[config.mk]
export PLATFORM = sky130hd
export DESIGN_NAME = shift_exec_unit
export DESIGN_NICKNAME = d
export VERILOG_FILES = /design/src/rtl/shift_unit_pkg.sv /design/src/rtl/shift_fn_decode.sv /design/src/rtl/shift_amt_sel.sv /design/src/rtl/shift_right_stack.sv /design/src/rtl/shift_barrel.sv /design/src/rtl/shift_exec_unit.sv
export SDC_FILE = /design/constraint.sdc
export NUM_CORES = 1
export LEC_CHECK = 0
export ABC_AREA = 1
export ABC_CLOCK_PERIOD_IN_PS = 900
export BUFFER_PORTS_ARGS = -buffer_cell sky130_fd_sc_hd__buf_2
export CAP_MARGIN = 15
export CORE_MARGIN = 1.5
export CORE_UTILIZATION = 45
export CTS_BUF_LIST = sky130_fd_sc_hd__clkbuf_16
export CTS_CLUSTER_DIAMETER = 150
export DETAILED_ROUTE_END_ITERATION = 7
export PLACE_DENSITY_LB_ADDON = 0.25
export SLEW_MARGIN = 20
export SYNTH_ARGS = -nofsm -noshare
export SYNTH_HDL_FRONTEND = slang
export SYNTH_SLANG_ARGS = --single-unit
[constraint.sdc]
create_clock -name clk -period 0.9 [get_ports clk]
set_clock_uncertainty 0.15 [all_clocks]
set_input_delay 0.09 -clock clk [delete_from_list [all_inputs] [get_ports clk]]
set_output_delay 0.09 -clock clk [all_outputs]
set_load 0.02 [all_outputs]
[src/rtl/shift_unit_pkg.sv]
package shift_unit_pkg;

   localparam int FUNCT_W = 6;

   typedef enum logic [FUNCT_W-1:0] {
      FN_SLL  = 6'b000000,
      FN_SRL  = 6'b000010,
      FN_SRA  = 6'b000011,
      FN_SLLV = 6'b000100,
      FN_SRLV = 6'b000110,
      FN_SRAV = 6'b000111
   } shift_fn_e;

   typedef enum logic [1:0] {
      DIR_LEFT    = 2'd0,
      DIR_RGT_LOG = 2'd1,
      DIR_RGT_ARI = 2'd2
   } shift_dir_e;

   typedef struct packed {
      logic       is_shift;
      logic       use_reg;
      shift_dir_e dir;
   } shift_ctl_t;

endpackage

[src/rtl/shift_fn_decode.sv]
module shift_fn_decode
   import shift_unit_pkg::*;
(
   input  logic [FUNCT_W-1:0] funct,
   output shift_ctl_t         ctl
);

   always_comb begin
      ctl.is_shift = 1'b0;
      ctl.use_reg  = 1'b0;
      ctl.dir      = DIR_LEFT;
      case (funct)
         FN_SLL: begin
            ctl.is_shift = 1'b1;
         end
         FN_SLLV: begin
            ctl.is_shift = 1'b1;
            ctl.use_reg  = 1'b1;
         end
         FN_SRL: begin
            ctl.is_shift = 1'b1;
            ctl.dir      = DIR_RGT_LOG;
         end
         FN_SRLV: begin
            ctl.is_shift = 1'b1;
            ctl.use_reg  = 1'b1;
            ctl.dir      = DIR_RGT_LOG;
         end
         FN_SRA: begin
            ctl.is_shift = 1'b1;
            ctl.dir      = DIR_RGT_ARI;
         end
         FN_SRAV: begin
            ctl.is_shift = 1'b1;
            ctl.use_reg  = 1'b1;
            ctl.dir      = DIR_RGT_ARI;
         end
         default: begin
            ctl.is_shift = 1'b0;
         end
      endcase
   end

endmodule

[src/rtl/shift_amt_sel.sv]
module shift_amt_sel #(
   parameter int DATA_W = 32,
   parameter int AMT_W  = $clog2(DATA_W)
) (
   input  logic              use_reg,
   input  logic [AMT_W-1:0]  imm_amt,
   input  logic [DATA_W-1:0] reg_val,
   output logic [AMT_W-1:0]  amt
);

   logic [AMT_W-1:0] reg_amt;

   // only the low bits of the register count; the rest are discarded
   assign reg_amt = reg_val[AMT_W-1:0];

   always_comb begin
      if (use_reg) amt = reg_amt;
      else         amt = imm_amt;
   end

endmodule

[src/rtl/shift_right_stack.sv]
module shift_right_stack #(
   parameter int DATA_W = 32,
   parameter int AMT_W  = $clog2(DATA_W)
) (
   input  logic [DATA_W-1:0] din,
   input  logic [AMT_W-1:0]  amt,
   input  logic              fill,
   output logic [DATA_W-1:0] dout
);

   logic [DATA_W-1:0] stg [AMT_W+1];

   assign stg[0] = din;

   for (genvar k = 0; k < AMT_W; k++) begin : g_stage
      localparam int STEP = 1 << k;
      logic [DATA_W-1:0] moved;
      assign moved      = {{STEP{fill}}, stg[k][DATA_W-1:STEP]};
      assign stg[k+1]   = amt[k] ? moved : stg[k];
   end

   assign dout = stg[AMT_W];

endmodule

[src/rtl/shift_barrel.sv]
module shift_barrel
   import shift_unit_pkg::*;
#(
   parameter int DATA_W      = 32,
   parameter int AMT_W       = $clog2(DATA_W),
   parameter bit SHARED_CORE = 1'b1
) (
   input  logic [DATA_W-1:0] din,
   input  logic [AMT_W-1:0]  amt,
   input  shift_dir_e        dir,
   output logic [DATA_W-1:0] dout
);

   logic fill;
   assign fill = (dir == DIR_RGT_ARI) ? din[DATA_W-1] : 1'b0;

   if (SHARED_CORE) begin : g_shared
      // one right-shift stack; left shifts are mirrored in and out
      logic [DATA_W-1:0] mir_in;
      logic [DATA_W-1:0] core_in;
      logic [DATA_W-1:0] core_out;
      logic [DATA_W-1:0] mir_out;
      logic              is_left;

      assign is_left = (dir == DIR_LEFT);

      for (genvar b = 0; b < DATA_W; b++) begin : g_mirror
         assign mir_in[b]  = din[DATA_W-1-b];
         assign mir_out[b] = core_out[DATA_W-1-b];
      end

      assign core_in = is_left ? mir_in : din;

      shift_right_stack #(
         .DATA_W (DATA_W),
         .AMT_W  (AMT_W)
      ) u_core (
         .din  (core_in),
         .amt  (amt),
         .fill (fill),
         .dout (core_out)
      );

      assign dout = is_left ? mir_out : core_out;
   end else begin : g_split
      // dedicated left stack next to the right stack
      logic [DATA_W-1:0] rgt_out;
      logic [DATA_W-1:0] lstg [AMT_W+1];

      shift_right_stack #(
         .DATA_W (DATA_W),
         .AMT_W  (AMT_W)
      ) u_right (
         .din  (din),
         .amt  (amt),
         .fill (fill),
         .dout (rgt_out)
      );

      assign lstg[0] = din;
      for (genvar k = 0; k < AMT_W; k++) begin : g_lstage
         localparam int STEP = 1 << k;
         logic [DATA_W-1:0] moved;
         assign moved     = {lstg[k][DATA_W-1-STEP:0], {STEP{1'b0}}};
         assign lstg[k+1] = amt[k] ? moved : lstg[k];
      end

      assign dout = (dir == DIR_LEFT) ? lstg[AMT_W] : rgt_out;
   end

endmodule

[src/rtl/shift_exec_unit.sv]
module shift_exec_unit
   import shift_unit_pkg::*;
#(
   parameter int  DATA_W      = 32,
   parameter bit  SHARED_CORE = 1'b1,
   localparam int AMT_W       = $clog2(DATA_W)
) (
   input  logic               clk,
   input  logic               rst_n,
   input  logic               in_valid,
   input  logic [FUNCT_W-1:0] funct,
   input  logic [AMT_W-1:0]   shamt,
   input  logic [DATA_W-1:0]  rt_val,
   input  logic [DATA_W-1:0]  rs_val,
   output logic               out_valid,
   output logic [DATA_W-1:0]  out_result,
   output logic               out_is_shift
);

   if (DATA_W < 2) begin : g_bad_width
      $error("shift_exec_unit: DATA_W must be at least 2");
   end
   if ((1 << AMT_W) != DATA_W) begin : g_bad_pow2
      $error("shift_exec_unit: DATA_W must be a power of two");
   end

   shift_ctl_t        ctl;
   logic [AMT_W-1:0]  amt;
   logic [DATA_W-1:0] shifted;
   logic [DATA_W-1:0] res_d;

   shift_fn_decode u_dec (
      .funct (funct),
      .ctl   (ctl)
   );

   shift_amt_sel #(
      .DATA_W (DATA_W),
      .AMT_W  (AMT_W)
   ) u_amt (
      .use_reg (ctl.use_reg),
      .imm_amt (shamt),
      .reg_val (rs_val),
      .amt     (amt)
   );

   shift_barrel #(
      .DATA_W      (DATA_W),
      .AMT_W       (AMT_W),
      .SHARED_CORE (SHARED_CORE)
   ) u_bar (
      .din  (rt_val),
      .amt  (amt),
      .dir  (ctl.dir),
      .dout (shifted)
   );

   assign res_d = ctl.is_shift ? shifted : '0;

   always_ff @(posedge clk or negedge rst_n) begin
      if (!rst_n) begin
         out_valid    <= 1'b0;
         out_result   <= '0;
         out_is_shift <= 1'b0;
      end else begin
         out_valid <= in_valid;
         if (in_valid) begin
            out_result   <= res_d;
            out_is_shift <= ctl.is_shift;
         end
      end
   end

endmodule

==> results of run 1 <==
[kinds of logic after synthesis]
family,after synthesis,share of synthesized area
buf+inv,94,0.0996
flops,34,0.205
simple gates,614,0.644
compound gates,37,0.0518
[through the flow]
stage / cell area, µm² / total power [mW] / setup TNS [ns] / hold slack, ns
6_report: 6660 / 6.61 / -35.45 / 0.0470
5_1_grt: 6660 / 6.97 / -39.33 / 0.0609
4_1_cts: 5970 / 6.17 / -31.76 / 0.0513
3_5_place_dp: 5100 / 4.16 / -38.26 / -0.193
3_3_place_gp: 5100 / 4.13 / -37.98 / -0.194
2_1_floorplan: 4270 / 3.28 / -24.27 / -0.356
[repair_timing]
item	4_1_cts	5_1_grt
pin swaps	15	20
resized for setup	119	140
endpoints found under the setup margin	66	66
hold buffers	2	0
setup buffers	5	18
gates cloned	7	1
hold endpoints to repair	35	0
[area by class of cell]
class | instances | area share
Clock buffer | 5 | 0.0188
Clock inverter | 3 | 0.00188
Inverter | 43 | 0.0252
Multi-Input combinational cell | 652 | 0.550
Sequential cell | 34 | 0.128
Tap cell | 108 | 0.0203
Timing Repair Buffer | 169 | 0.256
[worst paths after layout]
| check | end | slack, ns |
|---|---|---|
| max reg2reg | out_result[23]$_DFFE_PN0P_ | -0.03 |
| min reg2reg | out_result[11]$_DFFE_PN0P_ | 0.34 |
| max | out_result[23]$_DFFE_PN0P_ | -1.06 |
| min | out_result[14]$_DFFE_PN0P_ | 0.05 |
| min in group clk | out_is_shift$_DFFE_PN0P_ | 0.13 |
| max in group asynchronous | out_result[3]$_DFFE_PN0P_ | 0.15 |
[state kept, by name, indices dropped and copies added (netlist names)]
signal        cells
out_is_shift      1
out_valid         1
out_result       32
[per-layer routing]
metal,wire (µm),track usage,vias to the layer above
met3,1110,0.0379,40
met5,0,0,-
met4,407,0.0878,0
li1,-,-,2809
met1,7030,0.438,2687
met2,8050,0.559,249
[worst register-to-register path, stage by stage (launching register included)]
cell and delay, ns:
dfrtp_1 0.39, buf_4 0.14, nand2_1 0.07, nand2_1 0.07
[power by group]
part / internal [mW] / switching (mW)
Sequential: 1.58 / 0.0405
Clock: 0.999 / 0.630
Combinational: 1.34 / 2.02
Total: 3.92 / 2.69
[placed cells by master, fill, tap and decap left out, types with 19 or more instances in the layout]
master and n:
nand3_2 92, nand2_2 43, o21ai_1 19, dfrtp_1 34, buf_6 46, nand3_1 133
nand2_1 316, buf_2 45, inv_1 36, buf_4 49
==> impl_metrics.toml, run 1 <==
[critical_path]
rr_worst_depth = 3
worstSetupStartpointType = "primary input"
startpoint = "funct[5]"
endpoint_kind = "flop"
cpPeakStageDelay_ns = 0.22
cp_common_cell = "nand3_4"
required_ns = 0.91
path_class = "in2reg"
r2r_start = "out_result[23]$_DFFE_PN0P_"
path_delay_family = "simple AND/OR/NAND/NOR gates"
path_cells = "buf_8 > nor2_4 > nand3_4 > buf_12 > o21ai_4 > buf_6 > buf_12 > buf_6 > nand3_4 > nand3_4 > nand3_4 > nand2_2 > nand2_1 > nand2_2 > nand2_1 > nand3_1 > nand2_1"
path_max_fanout = 8
cpMaxStageDelayCell = "o21ai_4"
path_depth = 17
path_buf_inv = 5
critPathArrivalTime_ns = 1.97

[cells_and_area]
nNetsFinal = 983
multi_input_area_um2 = 3660
fin_cells = 1014
seq_area_um2 = 851
area_growth_pct = 60.2
utilization = 0.753
antenna_cells = 0
drive_gt1_frac = 0.383
fillCellCount = 670

[synthesis]
synth_most_common_cell = "nand2_1"
synth_area_leader_cell = "nand2_1"
avgSynthCellArea_um2 = 5.34
synth_top_cell_area_share = 0.321
synth-async-reset-ratio = 1.00
yosysWarnings = 0
ys.flop_type = "dfrtp_1"
ys_types = 23
synthesis.nets = 857
synth_edf_count = 0
syn_area_um2 = 4160
yosys-top-cells-area = "nand2_1 (32%), nand3_1 (28%), dfrtp_1 (20%), inv_1 (3.4%), o21ai_0 (3.4%)"
synth_commonest_cells = "nand2_1 (356), nand3_1 (235), inv_1 (38), dfrtp_1 (34), o21ai_0 (28)"
netlist_instances = 779
ys_seq_elements = 34
synth_seq_area_share = 0.205

[sta]
setup_viol = 66
fin_crit_ns = 1.96
hold_violations = 0
worst_pin_slew_ns = 0.367
relSlewSlack = 0.755
final.period_utilization = 2.18
setup_ws_ns = -1.06
timing.fmax_ghz = 0.510
rsz0062_at_grt = "yes"
maxSlewViolCount = 0

[die]
die_width_um = 99.1
coreArea_um2 = 8850
start_util = 0.470
dieArea_um2 = 9820
pin_count = 112
dieHeight_um = 99.1
placementRows = 34

[global_route]
grt_max_degree = 34
grt_pass1_wl_um = 26000
first_global_vias = 5430
grt.total_usage = 0.326
overflow = 0
antenna_found_initial = 0

[cts]
cts.sinks = 34
cts-root-buf = "clkbuf_16"
clockBufferDepth = 2
tritoncts.num_buffers = 5
htree_levels = 2
cts.clk_slew.worst_paths_ns = 0.05
cts_tree = "built"
clock_latency_ns = 0.28

[power]
vdd_drop_max_v = 0.000830
leakage_nw = 3.62
power_density_nw_per_um2 = 993

[place]
gp_congestion = 0.914
dp_hpwl_um = 11100
post-place-ws_ns = -1.23
io_buffers = 84
placed_cells = 973

[drt]
vias = 5785
routed_wl_um = 16600
wire_per_inst_um = 16.4
drt_first_pass_iters = 5
vias_per_cell = 5.71
drt_first_iter_violations = 339
drc = 0
ant_nets = 0

[worst_hold_path]
hold_class = "in2async"

[status]
violations = "setup timing"
outcome = "complete, but fails checks"

[run]
drv_cap = 0
Note: power is estimated with default switching activity, not from simulation.
==> inputs of run 2 (changes only) <==
--- a/config.mk
+++ b/config.mk
@@ -14,7 +14,7 @@
 export CTS_BUF_LIST = sky130_fd_sc_hd__clkbuf_16
 export CTS_CLUSTER_DIAMETER = 150
 export DETAILED_ROUTE_END_ITERATION = 7
-export PLACE_DENSITY_LB_ADDON = 0.25
+export PLACE_DENSITY = 0.8
 export SLEW_MARGIN = 20
 export SYNTH_ARGS = -nofsm -noshare
 export SYNTH_HDL_FRONTEND = slang
==> impl_metrics.toml, run 2 (synthesized netlist as in run 1, its figures left out) <==
[drt]
wire_per_inst_um = 22.4
ant_nets = 0
vias = 7158
vias_per_cell = 6.86
drt_first_iter_violations = 1681
drt_first_pass_iters = 8
routed_wl_um = 23300
drc = 162

[status]
violations = "DRC, setup timing"
outcome = "complete, but fails checks"

[critical_path]
critPathArrivalTime_ns = 2.24
worstSetupStartpointType = "primary input"
required_ns = 0.97
endpoint_kind = "flop"
path_class = "in2reg"
r2r_end = "out_result[15]$_DFFE_PN0P_"
r2r_start = "out_result[15]$_DFFE_PN0P_"
rr_worst_depth = 4
rrSetupSlack_ns = -0.10
path_max_fanout = 28

[cts]
clockBufferDepth = 2
cts-root-buf = "clkbuf_16"
tritoncts.num_buffers = 5
cts.clk_slew.worst_paths_ns = 0.06
cts_tree = "built"
htree_levels = 2
clock_latency_ns = 0.29
cts.sinks = 34

[worst_hold_path]
hold_class = "in2async"

[cells_and_area]
area_growth_pct = 76.3
reg_top3 = "out_result x32, out_is_shift x1, out_valid x1"
regMostFlops = "out_result"
nNetsFinal = 1013
utilization = 0.829
stdcell_area_um2 = 7330
fillCellCount = 465
layout_commonest_cell = "nand2_1"
seq_area_um2 = 851
final_cell_mix = "nand2_1 (285), nand3_1 (113), nand3_2 (98), nand2_2 (68), buf_4 (68)"
largest_reg_flops = 32
drive_gt1_frac = 0.453
antenna_cells = 0
multi_input_area_um2 = 3980

[die]
dieHeight_um = 99.1
placementRows = 34
pin_count = 112
dieArea_um2 = 9820
start_util = 0.470
coreArea_um2 = 8850
die_width_um = 99.1

[sta]
whs_ns = 0.139
final.period_utilization = 2.42
rsz0062_at_grt = "yes"
setup_viol = 66
fin_crit_ns = 2.18
hold_violations = 0
setup_ws_ns = -1.28
relSlewSlack = 0.625
timing.fmax_ghz = 0.460
maxSlewViolCount = 0
worst_pin_slew_ns = 0.556

[power]
power.internal_mw = 4.19
power_density_nw_per_um2 = 1020
vdd_drop_max_v = 0.000876
p_sw_mw = 3.30
p_sw_frac = 0.441
pwr-share-clk = 0.222
seqPwrFrac = 0.217
leakage_nw = 3.87
power_frac_comb = 0.561

[global_route]
first_global_vias = 5622
antenna_found_initial = 0
grt_pass1_wl_um = 25800
overflow = 0
grt.total_usage = 0.323
grt_max_degree = 35

[place]
gp_congestion = 0.939
place_area_um2 = 5180
dp_hpwl_um = 10100
io_buffers = 84

[run]
drv_cap = 0
## run 2: cell types whose count changed in the layout (fill, tap and decap cells not counted), sizes merged
cell	delta
buf	+29
nand2	+1
inv	-3
clkbuf	+3
clkinv	+2
bufbuf	-2
nand3	-1
## run 2: metal layers
layer	vias to the layer above	share of wire	routed length (µm)	GRT usage
li1	2886	-	-	-
met1	3105	0.32	7420	0.393
met2	826	0.42	9880	0.560
met3	341	0.15	3410	0.0590
met4	0	0.11	2630	0.142
met5	-	0	0	0
## run 2: repair_timing
item / 4_1_cts / 5_1_grt
cloned: 7 / 5
endpoints found under the setup margin: 66 / 66
hold buffers: 2 / 0
buffers inserted: 20 / 27
endpoints found under the hold margin: 35 / 0
pin swaps: 12 / 47
resized for setup: 168 / 168
## run 2: worst max-delay path: stages
cell and delay (ns):
buf_8 0.10, nor2_4 0.13, nand3_4 0.11, buf_12 0.18, o21ai_0 0.46, nand2_1 0.23
nand3_2 0.16, nand2_2 0.07, nand2_2 0.09, nand2_1 0.10, nand2_1 0.10, nand3_2 0.09
nand3_1 0.08, nand3_1 0.12, nand2_1 0.11
## run 2: power groups by stage
stage	combinational (mW)	clock (mW)	sequential, mW
global route	4.41	1.74	1.63
finish	4.21	1.66	1.63
floorplan	1.58	0	1.70
global placement	2.50	0	1.64
CTS	3.03	1.62	1.62
detailed placement	2.52	0	1.64
## run 2: per-stage QoR
step	setup TNS, ns	total power [mW]	std cells	worst slack [ns]
floorplan	-24.27	3.28	779	-0.781
CTS	-30.86	6.28	1011	-0.862
global route	-53.70	7.78	1043	-1.66
finish	-41.87	7.50	1043	-1.28
detailed placement	-36.98	4.16	975	-1.20
global placement	-36.29	4.13	975	-1.18
## run 2: layout make-up
class                           count  share of cell area
Tap cell                          108              0.0184
Timing Repair Buffer              199               0.280
Sequential cell                    34               0.116
Clock inverter                      2             0.00137
Inverter                           43              0.0246
Multi-Input combinational cell    652               0.543
Clock buffer                        5              0.0171
## run 2: how the worst max path moves through the flow
stage / start / to / slack [ns] / cells after the start
2_1_floorplan: funct[5] / out_result[0]$_DFFE_PN0P_ / -0.78 / 15
3_3_place_gp: funct[5] / out_result[15]$_DFFE_PN0P_ / -1.18 / 16
3_5_place_dp: funct[5] / out_result[0]$_DFFE_PN0P_ / -1.20 / 17
4_1_cts: funct[3] / out_result[0]$_DFFE_PN0P_ / -0.86 / 14
5_1_grt: funct[5] / out_result[22]$_DFFE_PN0P_ / -1.66 / 15
6_report: funct[5] / out_result[8]$_DFFE_PN0P_ / -1.28 / 15
==> inputs of run 3 (changes only) <==
--- a/config.mk
+++ b/config.mk
@@ -6,7 +6,7 @@
 export NUM_CORES = 1
 export LEC_CHECK = 0
 export ABC_AREA = 1
-export ABC_CLOCK_PERIOD_IN_PS = 900
+export ABC_CLOCK_PERIOD_IN_PS = 2500
 export BUFFER_PORTS_ARGS = -buffer_cell sky130_fd_sc_hd__buf_2
 export CAP_MARGIN = 15
 export CORE_MARGIN = 1.5
@@ -14,7 +14,9 @@
 export CTS_BUF_LIST = sky130_fd_sc_hd__clkbuf_16
 export CTS_CLUSTER_DIAMETER = 150
 export DETAILED_ROUTE_END_ITERATION = 7
+export GPL_TIMING_DRIVEN = 0
 export PLACE_DENSITY = 0.8
+export SKIP_LAST_GASP = 1
 export SLEW_MARGIN = 20
 export SYNTH_ARGS = -nofsm -noshare
 export SYNTH_HDL_FRONTEND = slang
==> constraint.sdc (replaced) <==
create_clock -name clk -period 2.5 [get_ports clk]
set_clock_uncertainty 0.15 [all_clocks]
set_input_delay 0.25 -clock clk [delete_from_list [all_inputs] [get_ports clk]]
set_output_delay 0.25 -clock clk [all_outputs]
set_load 0.02 [all_outputs]
==> impl_metrics.toml, run 3 (synthesized netlist as in run 1, its figures left out) <==
[cts]
cts_tree = "built"
clockBufferDepth = 2
cts.clk_slew.worst_paths_ns = 0.05
cts_setup_buffers = 0
tritoncts.num_buffers = 5
htree_levels = 2
cts.sinks = 34
cts-root-buf = "clkbuf_16"
clock_latency_ns = 0.28

[sta]
timing.fmax_ghz = 0.444
relSlewSlack = 0.519
rsz0062_at_grt = "no"
final.period_utilization = 0.902
hold_violations = 0
setup_viol = 0
fin_crit_ns = 2.25
maxSlewViolCount = 0
worst_pin_slew_ns = 0.722

[critical_path]
r2r_start = "out_is_shift$_DFFE_PN0P_"
rr_worst_depth = 2
cpPeakStageDelay_ns = 0.45
worstSetupStartpointType = "primary input"
cpMaxStageDelayCell = "clkbuf_1"
path_class = "in2reg"
path_depth = 15
required_ns = 2.57
path_buf_inv = 4
rrSetupSlack_ns = 1.72
cp_common_cell = "nand3_1"
startpoint = "funct[4]"
path_max_fanout = 10
critPathCapture = "out_result[3]$_DFFE_PN0P_"
critPathArrivalTime_ns = 2.32
endpoint_kind = "flop"
path_delay_family = "simple AND/OR/NAND/NOR gates"
path_cells = "buf_2 > inv_1 > nand3_2 > buf_2 > clkbuf_1 > nand2_1 > o21ai_0 > nand2_1 > nand3_1 > nand3_1 > nand3_1 > nand3_1 > nand3_1 > nand3_1 > nand2_1"
r2r_end = "out_is_shift$_DFFE_PN0P_"

[cells_and_area]
multi_input_area_um2 = 2890
fillCellCount = 978
drive_gt1_frac = 0.164
final_cell_mix = "nand2_1 (356), nand3_1 (235), buf_2 (109), inv_1 (39), dfrtp_1 (34)"
layout_commonest_cell = "nand2_1"
seq_area_um2 = 851
reg_top3 = "out_result x32, out_is_shift x1, out_valid x1"
nNetsFinal = 950
utilization = 0.550
antenna_cells = 0
regMostFlops = "out_result"
area_growth_pct = 17.2
largest_reg_flops = 32
stdcell_area_um2 = 4870

[drt]
wire_per_inst_um = 14.6
vias_per_cell = 5.68
drt_first_iter_violations = 644
drc = 0
vias = 5571
routed_wl_um = 14400
ant_nets = 0
drt_first_pass_iters = 6

[die]
coreArea_um2 = 8850
die_width_um = 99.1
start_util = 0.470
dieArea_um2 = 9820
pin_count = 112
dieHeight_um = 99.1
placementRows = 34

[run]
drv_cap = 0

[place]
dp_hpwl_um = 11400
io_buffers = 84
gp_congestion = 1.04
place_area_um2 = 4710

[global_route]
overflow = 0
antenna_found_initial = 0
first_global_vias = 4986
grt_pass1_wl_um = 23800
grt_max_degree = 35
grt.total_usage = 0.298

[power]
vdd_drop_max_v = 0.000258
power_density_nw_per_um2 = 413
leakage_nw = 2.94

[worst_hold_path]
hold_class = "in2reg"

[status]
outcome = "finished clean"
==> run 3: cell types whose count changed in the layout (fill, tap and decap cells not counted), sizes merged <==
| cell | change |
|---|---|
| clkinv | -2 |
| clkinvlp | -1 |
| inv | +4 |
| nand2 | -1 |
| buf | -71 |
| clkbuf | +9 |
==> run 3: timing repair <==
| action | CTS | global route |
|---|---|---|
| hold endpoints to repair | 35 | 0 |
| hold buffers | 2 | 0 |
| resized for setup | 0 | 0 |
==> run 3: metrics by stage <==
| stage | worst slack (ns) | hold slack [ns] | std cells | total power [mW] | setup TNS [ns] |
|---|---|---|---|---|---|
| 6_report | 0.246 | 0.241 | 981 | 2.01 | 0 |
| 5_1_grt | 0.0132 | 0.258 | 981 | 2.14 | 0 |
| 3_3_place_gp | -0.00863 | 0.197 | 971 | 1.40 | -0.00863 |
| 2_1_floorplan | 0.604 | -0.196 | 779 | 1.16 | 0 |
| 4_1_cts | 0.312 | 0.253 | 981 | 1.99 | 0 |
| 3_5_place_dp | 0.0340 | 0.198 | 971 | 1.40 | 0 |
==> run 3: how the worst min path moves through the flow <==
stage                  start                    endpoint  slack (ns)  cells after the start
floorplan              rst_n    out_is_shift$_DFFE_PN0P_       -0.20                      0
global placement       rst_n  out_result[11]$_DFFE_PN0P_        0.20                      1
detailed placement     rst_n  out_result[17]$_DFFE_PN0P_        0.20                      1
CTS                 funct[0]    out_is_shift$_DFFE_PN0P_        0.25                      4
global route        funct[0]    out_is_shift$_DFFE_PN0P_        0.26                      4
finish              funct[0]    out_is_shift$_DFFE_PN0P_        0.24                      4
==> run 3: layout make-up <==
class	count	share of cell area
repair buffers	86	0.0904
multi-input cells	651	0.594
clock inverters	3	0.00257
flip-flops and latches	34	0.175
plain buffers	51	0.0519
well taps	108	0.0277
clock buffers	5	0.0257
inverters	43	0.0331
==> run 3: worst reg2reg max path: cells and delay by family (launching register included) <==
kind,cells,cell delay (ns)
DFF,1,0.38
and+or+nand+nor,2,0.13
==> run 3: report_power, final <==
group	leakage (nW)	switching (mW)	total, mW	internal (mW)
clock network	0.0724	0.229	0.589	0.360
registers	0.468	0.00909	0.579	0.570
logic	2.40	0.572	0.843	0.271
==> run 3: metal layers <==
layer / routed length [µm] / vias up / part of all wire / global-route usage
met5: 0 / - / 0 / 0
met4: 300 / 0 / 0.021 / 0.0921
met3: 1470 / 28 / 0.10 / 0.0323
met2: 6270 / 326 / 0.44 / 0.465
met1: 6330 / 2484 / 0.44 / 0.434
li1: - / 2733 / - / -
